<file path="src/rtl/tagchk_pkg.sv">
package tagchk_pkg;

    typedef enum logic [1:0] {
        FM_SILENT = 2'd0,
        FM_SYNC   = 2'd1,
        FM_ASYNC  = 2'd2,
        FM_RSVD   = 2'd3
    } fault_mode_e;

    localparam int unsigned FSC_W = 6;
    localparam logic [FSC_W-1:0] FSC_TAG_FAIL = 6'h11;

endpackage

</file>
<file path="src/rtl/tagchk_compare.sv">
module tagchk_compare #(
    parameter int unsigned TAG_W = 4
) (
    input  logic [TAG_W-1:0] ptr_tag,
    input  logic             ptr_half,
    input  logic [TAG_W-1:0] mem_tag,
    input  logic             tags_present,
    input  logic             match_all,
    input  logic [1:0]       tbi_en,
    output logic             tag_ok
);
    logic checked;

    // The top byte of the selected half must be ignored for a check to apply.
    always_comb begin
        checked = tbi_en[ptr_half] && tags_present && !match_all;
        tag_ok  = !checked || (ptr_tag == mem_tag);
    end
endmodule

</file>
<file path="src/rtl/tagchk_mode_sel.sv">
module tagchk_mode_sel
    import tagchk_pkg::*;
(
    input  logic [1:0]  user_field,
    input  logic [1:0]  priv_field,
    input  logic        user_regime,
    output fault_mode_e mode
);
    always_comb begin
        mode = fault_mode_e'(user_regime ? user_field : priv_field);
    end
endmodule

</file>
<file path="src/rtl/tagchk_sticky.sv">
module tagchk_sticky #(
    parameter int unsigned NUM_LVL = 4,
    localparam int unsigned LVL_W = $clog2(NUM_LVL),
    localparam int unsigned ST_W  = 2 * NUM_LVL
) (
    input  logic             clk,
    input  logic             rst_n,
    input  logic             set_en,
    input  logic [LVL_W-1:0] set_lvl,
    input  logic             set_idx,
    input  logic             clr_en,
    input  logic [LVL_W-1:0] clr_lvl,
    input  logic [1:0]       clr_mask,
    output logic [ST_W-1:0]  status
);
    for (genvar g = 0; g < NUM_LVL; g++) begin : g_lvl
        logic [1:0] bits_d;
        logic [1:0] bits_q;

        always_comb begin
            bits_d = bits_q;
            if (clr_en && clr_lvl == LVL_W'(g)) begin
                bits_d = bits_d & ~clr_mask;
            end
            if (set_en && set_lvl == LVL_W'(g)) begin
                bits_d[set_idx] = 1'b1;
            end
        end

        always_ff @(posedge clk or negedge rst_n) begin
            if (!rst_n) begin
                bits_q <= '0;
            end else begin
                bits_q <= bits_d;
            end
        end

        assign status[2*g +: 2] = bits_q;
    end
endmodule

</file>
<file path="src/rtl/tagchk_fault_unit.sv">
module tagchk_fault_unit
    import tagchk_pkg::*;
#(
    parameter int unsigned PTR_W     = 64,
    parameter int unsigned TAG_W     = 4,
    parameter int unsigned TAG_LSB   = 56,
    parameter int unsigned HALF_BIT  = 55,
    parameter int unsigned CTRL_W    = 64,
    parameter int unsigned USER_LSB  = 38,
    parameter int unsigned PRIV_LSB  = 40,
    parameter int unsigned NUM_LVL   = 4,
    localparam int unsigned LVL_W    = $clog2(NUM_LVL),
    localparam int unsigned ST_W     = 2 * NUM_LVL,
    localparam int unsigned SYN_W    = FSC_W + 1
) (
    input  logic              clk,
    input  logic              rst_n,
    input  logic              req_valid,
    input  logic [PTR_W-1:0]  req_ptr,
    input  logic [TAG_W-1:0]  mem_tag,
    input  logic              tags_present,
    input  logic [1:0]        tbi_en,
    input  logic              match_all,
    input  logic [LVL_W-1:0]  req_el,
    input  logic              user_regime,
    input  logic              two_ranges,
    input  logic [CTRL_W-1:0] ctrl_word,
    input  logic              clear_valid,
    input  logic [LVL_W-1:0]  clear_lvl,
    input  logic [1:0]        clear_mask,
    output logic              rsp_valid,
    output logic              rsp_pass,
    output logic              abort_req,
    output logic [SYN_W-1:0]  abort_syndrome,
    output logic [PTR_W-1:0]  abort_addr,
    output logic [ST_W-1:0]   async_status,
    output logic              cfg_err
);
    typedef struct packed {
        logic             rsp_valid;
        logic             rsp_pass;
        logic             abort;
        logic [SYN_W-1:0] syn;
        logic [PTR_W-1:0] addr;
        logic             cfg_err;
    } verdict_t;

    verdict_t         vd_d;
    verdict_t         vd_q;
    logic             tag_ok;
    fault_mode_e      mode;
    logic             set_en;
    logic [LVL_W-1:0] set_lvl;
    logic             set_idx;
    logic             unused_ctrl;

    // Only the two mode fields of the control word matter here.
    assign unused_ctrl = ^ctrl_word;

    tagchk_compare #(
        .TAG_W(TAG_W)
    ) u_cmp (
        .ptr_tag     (req_ptr[TAG_LSB +: TAG_W]),
        .ptr_half    (req_ptr[HALF_BIT]),
        .mem_tag     (mem_tag),
        .tags_present(tags_present),
        .match_all   (match_all),
        .tbi_en      (tbi_en),
        .tag_ok      (tag_ok)
    );

    tagchk_mode_sel u_mode (
        .user_field (ctrl_word[USER_LSB +: 2]),
        .priv_field (ctrl_word[PRIV_LSB +: 2]),
        .user_regime(user_regime),
        .mode       (mode)
    );

    always_comb begin
        vd_d           = vd_q;
        vd_d.rsp_valid = req_valid;
        vd_d.rsp_pass  = 1'b0;
        vd_d.abort     = 1'b0;
        vd_d.cfg_err   = 1'b0;
        set_en         = 1'b0;
        set_lvl        = user_regime ? '0 : req_el;
        set_idx        = two_ranges ? req_ptr[HALF_BIT] : 1'b0;
        if (req_valid) begin
            vd_d.rsp_pass = tag_ok;
            if (!tag_ok) begin
                unique case (mode)
                    FM_SYNC: begin
                        vd_d.abort = 1'b1;
                        vd_d.syn   = {!user_regime, FSC_TAG_FAIL};
                        vd_d.addr  = req_ptr;
                    end
                    FM_ASYNC: set_en       = 1'b1;
                    FM_RSVD:  vd_d.cfg_err = 1'b1;
                    default:  ;
                endcase
            end
        end
    end

    always_ff @(posedge clk or negedge rst_n) begin
        if (!rst_n) begin
            vd_q <= '0;
        end else begin
            vd_q <= vd_d;
        end
    end

    tagchk_sticky #(
        .NUM_LVL(NUM_LVL)
    ) u_sticky (
        .clk     (clk),
        .rst_n   (rst_n),
        .set_en  (set_en),
        .set_lvl (set_lvl),
        .set_idx (set_idx),
        .clr_en  (clear_valid),
        .clr_lvl (clear_lvl),
        .clr_mask(clear_mask),
        .status  (async_status)
    );

    assign rsp_valid      = vd_q.rsp_valid;
    assign rsp_pass       = vd_q.rsp_pass;
    assign abort_req      = vd_q.abort;
    assign abort_syndrome = vd_q.syn;
    assign abort_addr     = vd_q.addr;
    assign cfg_err        = vd_q.cfg_err;
endmodule

</file>
<file path="config.mk">
export PLATFORM = sky130hd
export DESIGN_NAME = tagchk_fault_unit
export DESIGN_NICKNAME = d
export VERILOG_FILES = /design/src/rtl/tagchk_pkg.sv /design/src/rtl/tagchk_compare.sv /design/src/rtl/tagchk_mode_sel.sv /design/src/rtl/tagchk_sticky.sv /design/src/rtl/tagchk_fault_unit.sv
export SDC_FILE = /design/constraint.sdc
export NUM_CORES = 1
export LEC_CHECK = 0
export BUFFER_PORTS_ARGS = -buffer_cell sky130_fd_sc_hd__buf_2
export CAP_MARGIN = 5
export CORE_AREA = 2 2 97 99
export CTS_BUF_LIST = sky130_fd_sc_hd__clkbuf_16
export DETAILED_ROUTE_END_ITERATION = 7
export DIE_AREA = 0 0 99 101
export PLACE_DENSITY_LB_ADDON = 0.05
export RECOVER_POWER = 50
export SYNTH_ARGS = -nofsm -noshare
export SYNTH_HDL_FRONTEND = slang
export SYNTH_SLANG_ARGS = --single-unit
</file>
<file path="constraint.sdc">
create_clock -name clk -period 0.8 [get_ports clk]
set_input_delay 0.16 -clock clk [delete_from_list [all_inputs] [get_ports clk]]
set_output_delay 0.16 -clock clk [all_outputs]
set_load 0.005 [all_outputs]
</file>
==> flow_summary.ini <==
[floorplan]
dieArea_um2 = 9999
die_h_um = 101
coreArea_um2 = 8977
die_w_um = 99
rows = 35
start_util_pct = 35.90
io_pins = 231

[yosys]
synthMuxAreaShare_pct = 25.82
netlist_area_um2 = 3223
synth_flop_cell = dfrtp_1
synth-xor-area-share_pct = 1.087
seq_area_frac_synth_pct = 60.56
synthAdderAreaFrac_pct = 0
synth_area_per_cell_um2 = 15.28
postSynthCellCount = 211
synth_compound_area_share_pct = 3.571
synth_edf_count = 0
synth_largest_area_cell = dfrtp_1
ys_ff_latch = 78
synthTopCellsByArea = dfrtp_1 (61%), mux2_2 (13%), mux2_4 (13%), o21ai_0 (2.2%), buf_6 (1.4%)
synth_top_area_share_pct = 60.56
yosysWarnings = 0
async_flop_share_pct = 100.0
synth_top_family_by_area = multiplexers
synth_cell_type_count = 28
synth-simple-area-share_pct = 5.590

[setup_path]
path_delay_family = simple AND/OR/NAND/NOR gates
worst_setup_path_end_kind = flop
cp.depth = 7
cpPeakStageDelay_ps = 340
critical_path_required_ps = 1010
crit_type = input pin to flop
critPathBufInv = 3
cp-start-kind = input pin
cpMaxStageDelayCell = and4bb_2
ff2ff_path_depth = 2
worstPathMaxFanout = 5
r2r_setup_slack_ps = -60
cp.arrival_ps = 1500
path_cells = buf_8, mux2i_4, and4bb_2, nand3_4, buf_6, buf_16, mux2_4

[sta]
layout_min_cycle_time_ps = 1290
finClkSkew_ps = 0
period_share_pct = 161.2
fin_ws_ps = -489.9
setup_viol = 155
rsz0062_at_grt = yes
tns_ps = -45270
fmax_mhz = 775.2
hold_ws_ps = 61.00
slew_violations = 0
hold_viol_final = 0

[global_routing]
grtUsageTotal_pct = 15.50
grt_max_degree = 30
antenna_found_initial = 0
gr-total-overflow = 0
grt_pass1_wl_um = 12160
grt_pass1_vias = 2411

[drt]
drt_iter0_markers = 37
post_drt_wl_per_cell_um = 14.08
num_vias = 2456
drt_pass1_iterations = 4
via_per_inst = 4.515
drc = 0
antenna_left = 0
routed_wl_um = 7659

[cells_and_area]
mostFrequentLayoutCells = buf_2 (161), dfrtp_1 (78), buf_4 (39)
drive_above_1_share_pct = 71.36
final_util_pct = 55.34
antennaDiodeCount = 0
syn_to_final_growth_pct = 54.15
finalNetCount = 577
final_common_cell = buf_2
fin_area_um2 = 4969
fin_cells = 544

[power_and_ir_drop]
p_clk_share_pct = 31.0
power.switching_mw = 2.776
fin_total_pwr_mw = 11.33
power_density_nw_per_um2 = 2281
swShare_pct = 24.49
power.internal_mw = 8.558
p_leak_nw = 2.759
pwr-share-comb_pct = 24.2
peakVddDrop_v = 0.001257
seqPwrFrac_pct = 44.8

[run_status]
failed_checks = negative setup slack
status = finished with violations

[cts]
clkSinkCount = 78
cts_tree = yes
path_clk_slew_ps = 60
cts.htree.levels = 3
clockBufferDepth = 2
clock_latency_ps = 320
numCtsBuffers = 9
cts-root-buf = clkbuf_16

[place]
place.port_buffers = 166
placed_cell_area_um2 = 4378
place_ws_ps = -824.1
place_inst = 504
hpwl_um = 5608
gp_congestion = 0.7662

[flow_run]
drv_cap = 0

[worst_hold_path]
hold_path.class = input pin to flop
hold_depth = 2
-- flip-flops by register name, summed over array words and instances, names as in the netlist --
| register | count |
|---|---|
| rsp_pass | 1 |
| abort_addr | 64 |
| rsp_valid | 1 |
| cfg_err | 1 |
| abort_syndrome | 2 |
| abort_req | 1 |
| u_sticky.g_lvl.bits_q | 8 |
-- per-layer routing --
metal	GRT usage (%)	part of all wire, %
met5	0	0
met4	5.269	1.1
met3	6.103	8.6
met2	24.06	49
met1	19.84	41
-- final cells by class --
type / instances / area (um^2)
clock buffer: 9 / 225.2
clock inverter: 6 / 30.03
fill: 792 / 4009
inverter: 2 / 7.507
multi-input combinational: 122 / 1271
sequential: 78 / 1952
tap: 111 / 138.9
timing repair buffer: 216 / 1344
-- synth_stat cells, types with 2 or more instances --
library cell,count
dfrtp_1,78
mux2_2,37
mux2_4,27
o21ai_0,14
nand2_1,6
buf_4,5
nand4_1,5
buf_6,4
nand2b_1,4
xnor2_1,4
buf_2,3
nor2_1,3
inv_1,2
nand3b_1,2
nand4b_1,2
nor3b_1,2
o41ai_1,2
-- what timing repair did --
action,CTS,global route
hold buffers,1,0
pin swaps,0,4
gates resized for setup,8,25
setup endpoints to repair,155,155
setup buffers,16,8
hold endpoints to repair,78,0
cloned,1,0
-- cells by family (layout without fill, tap and decap cells) --
kind of cell           count (synthesis)  in the layout
XOR/XNOR                               4              4
AO/OA/AOI/OAI                         20             20
flip-flops                            78             78
buffers and inverters                 14            233
other                                  1              4
AND/OR/NAND/NOR                       29             29
multiplexers                          65             65
-- worst paths after layout --
| check | endpoint | startpoint |
|---|---|---|
| worst min-delay path | abort_addr[63]$_DFFE_PN0P_ | req_ptr[63] |
| worst max register to register | abort_addr[27]$_DFFE_PN0P_ | abort_addr[27]$_DFFE_PN0P_ |
| worst min register to register | abort_addr[39]$_DFFE_PN0P_ | abort_addr[39]$_DFFE_PN0P_ |
| worst max-delay path | abort_addr[52]$_DFFE_PN0P_ | req_ptr[55] |
| max in group asynchronous | abort_req$_DFF_PN0_ | rst_n |
| min in group asynchronous | u_sticky.g_lvl[1].bits_q[1]$_DFF_PN0_ | rst_n |
-- power groups by stage --
stage                     combinational [mW]  sequential (mW)  clock, mW
after floorplan                        0.980             5.23          0
after global placement                  2.39             5.14          0
after detailed placement                2.40             5.16          0
after CTS                               2.70             5.09       3.66
after global routing                    3.02             5.18       3.79
final                                   2.75             5.08       3.51
No activity file was read; power rests on OpenSTA's default activity.
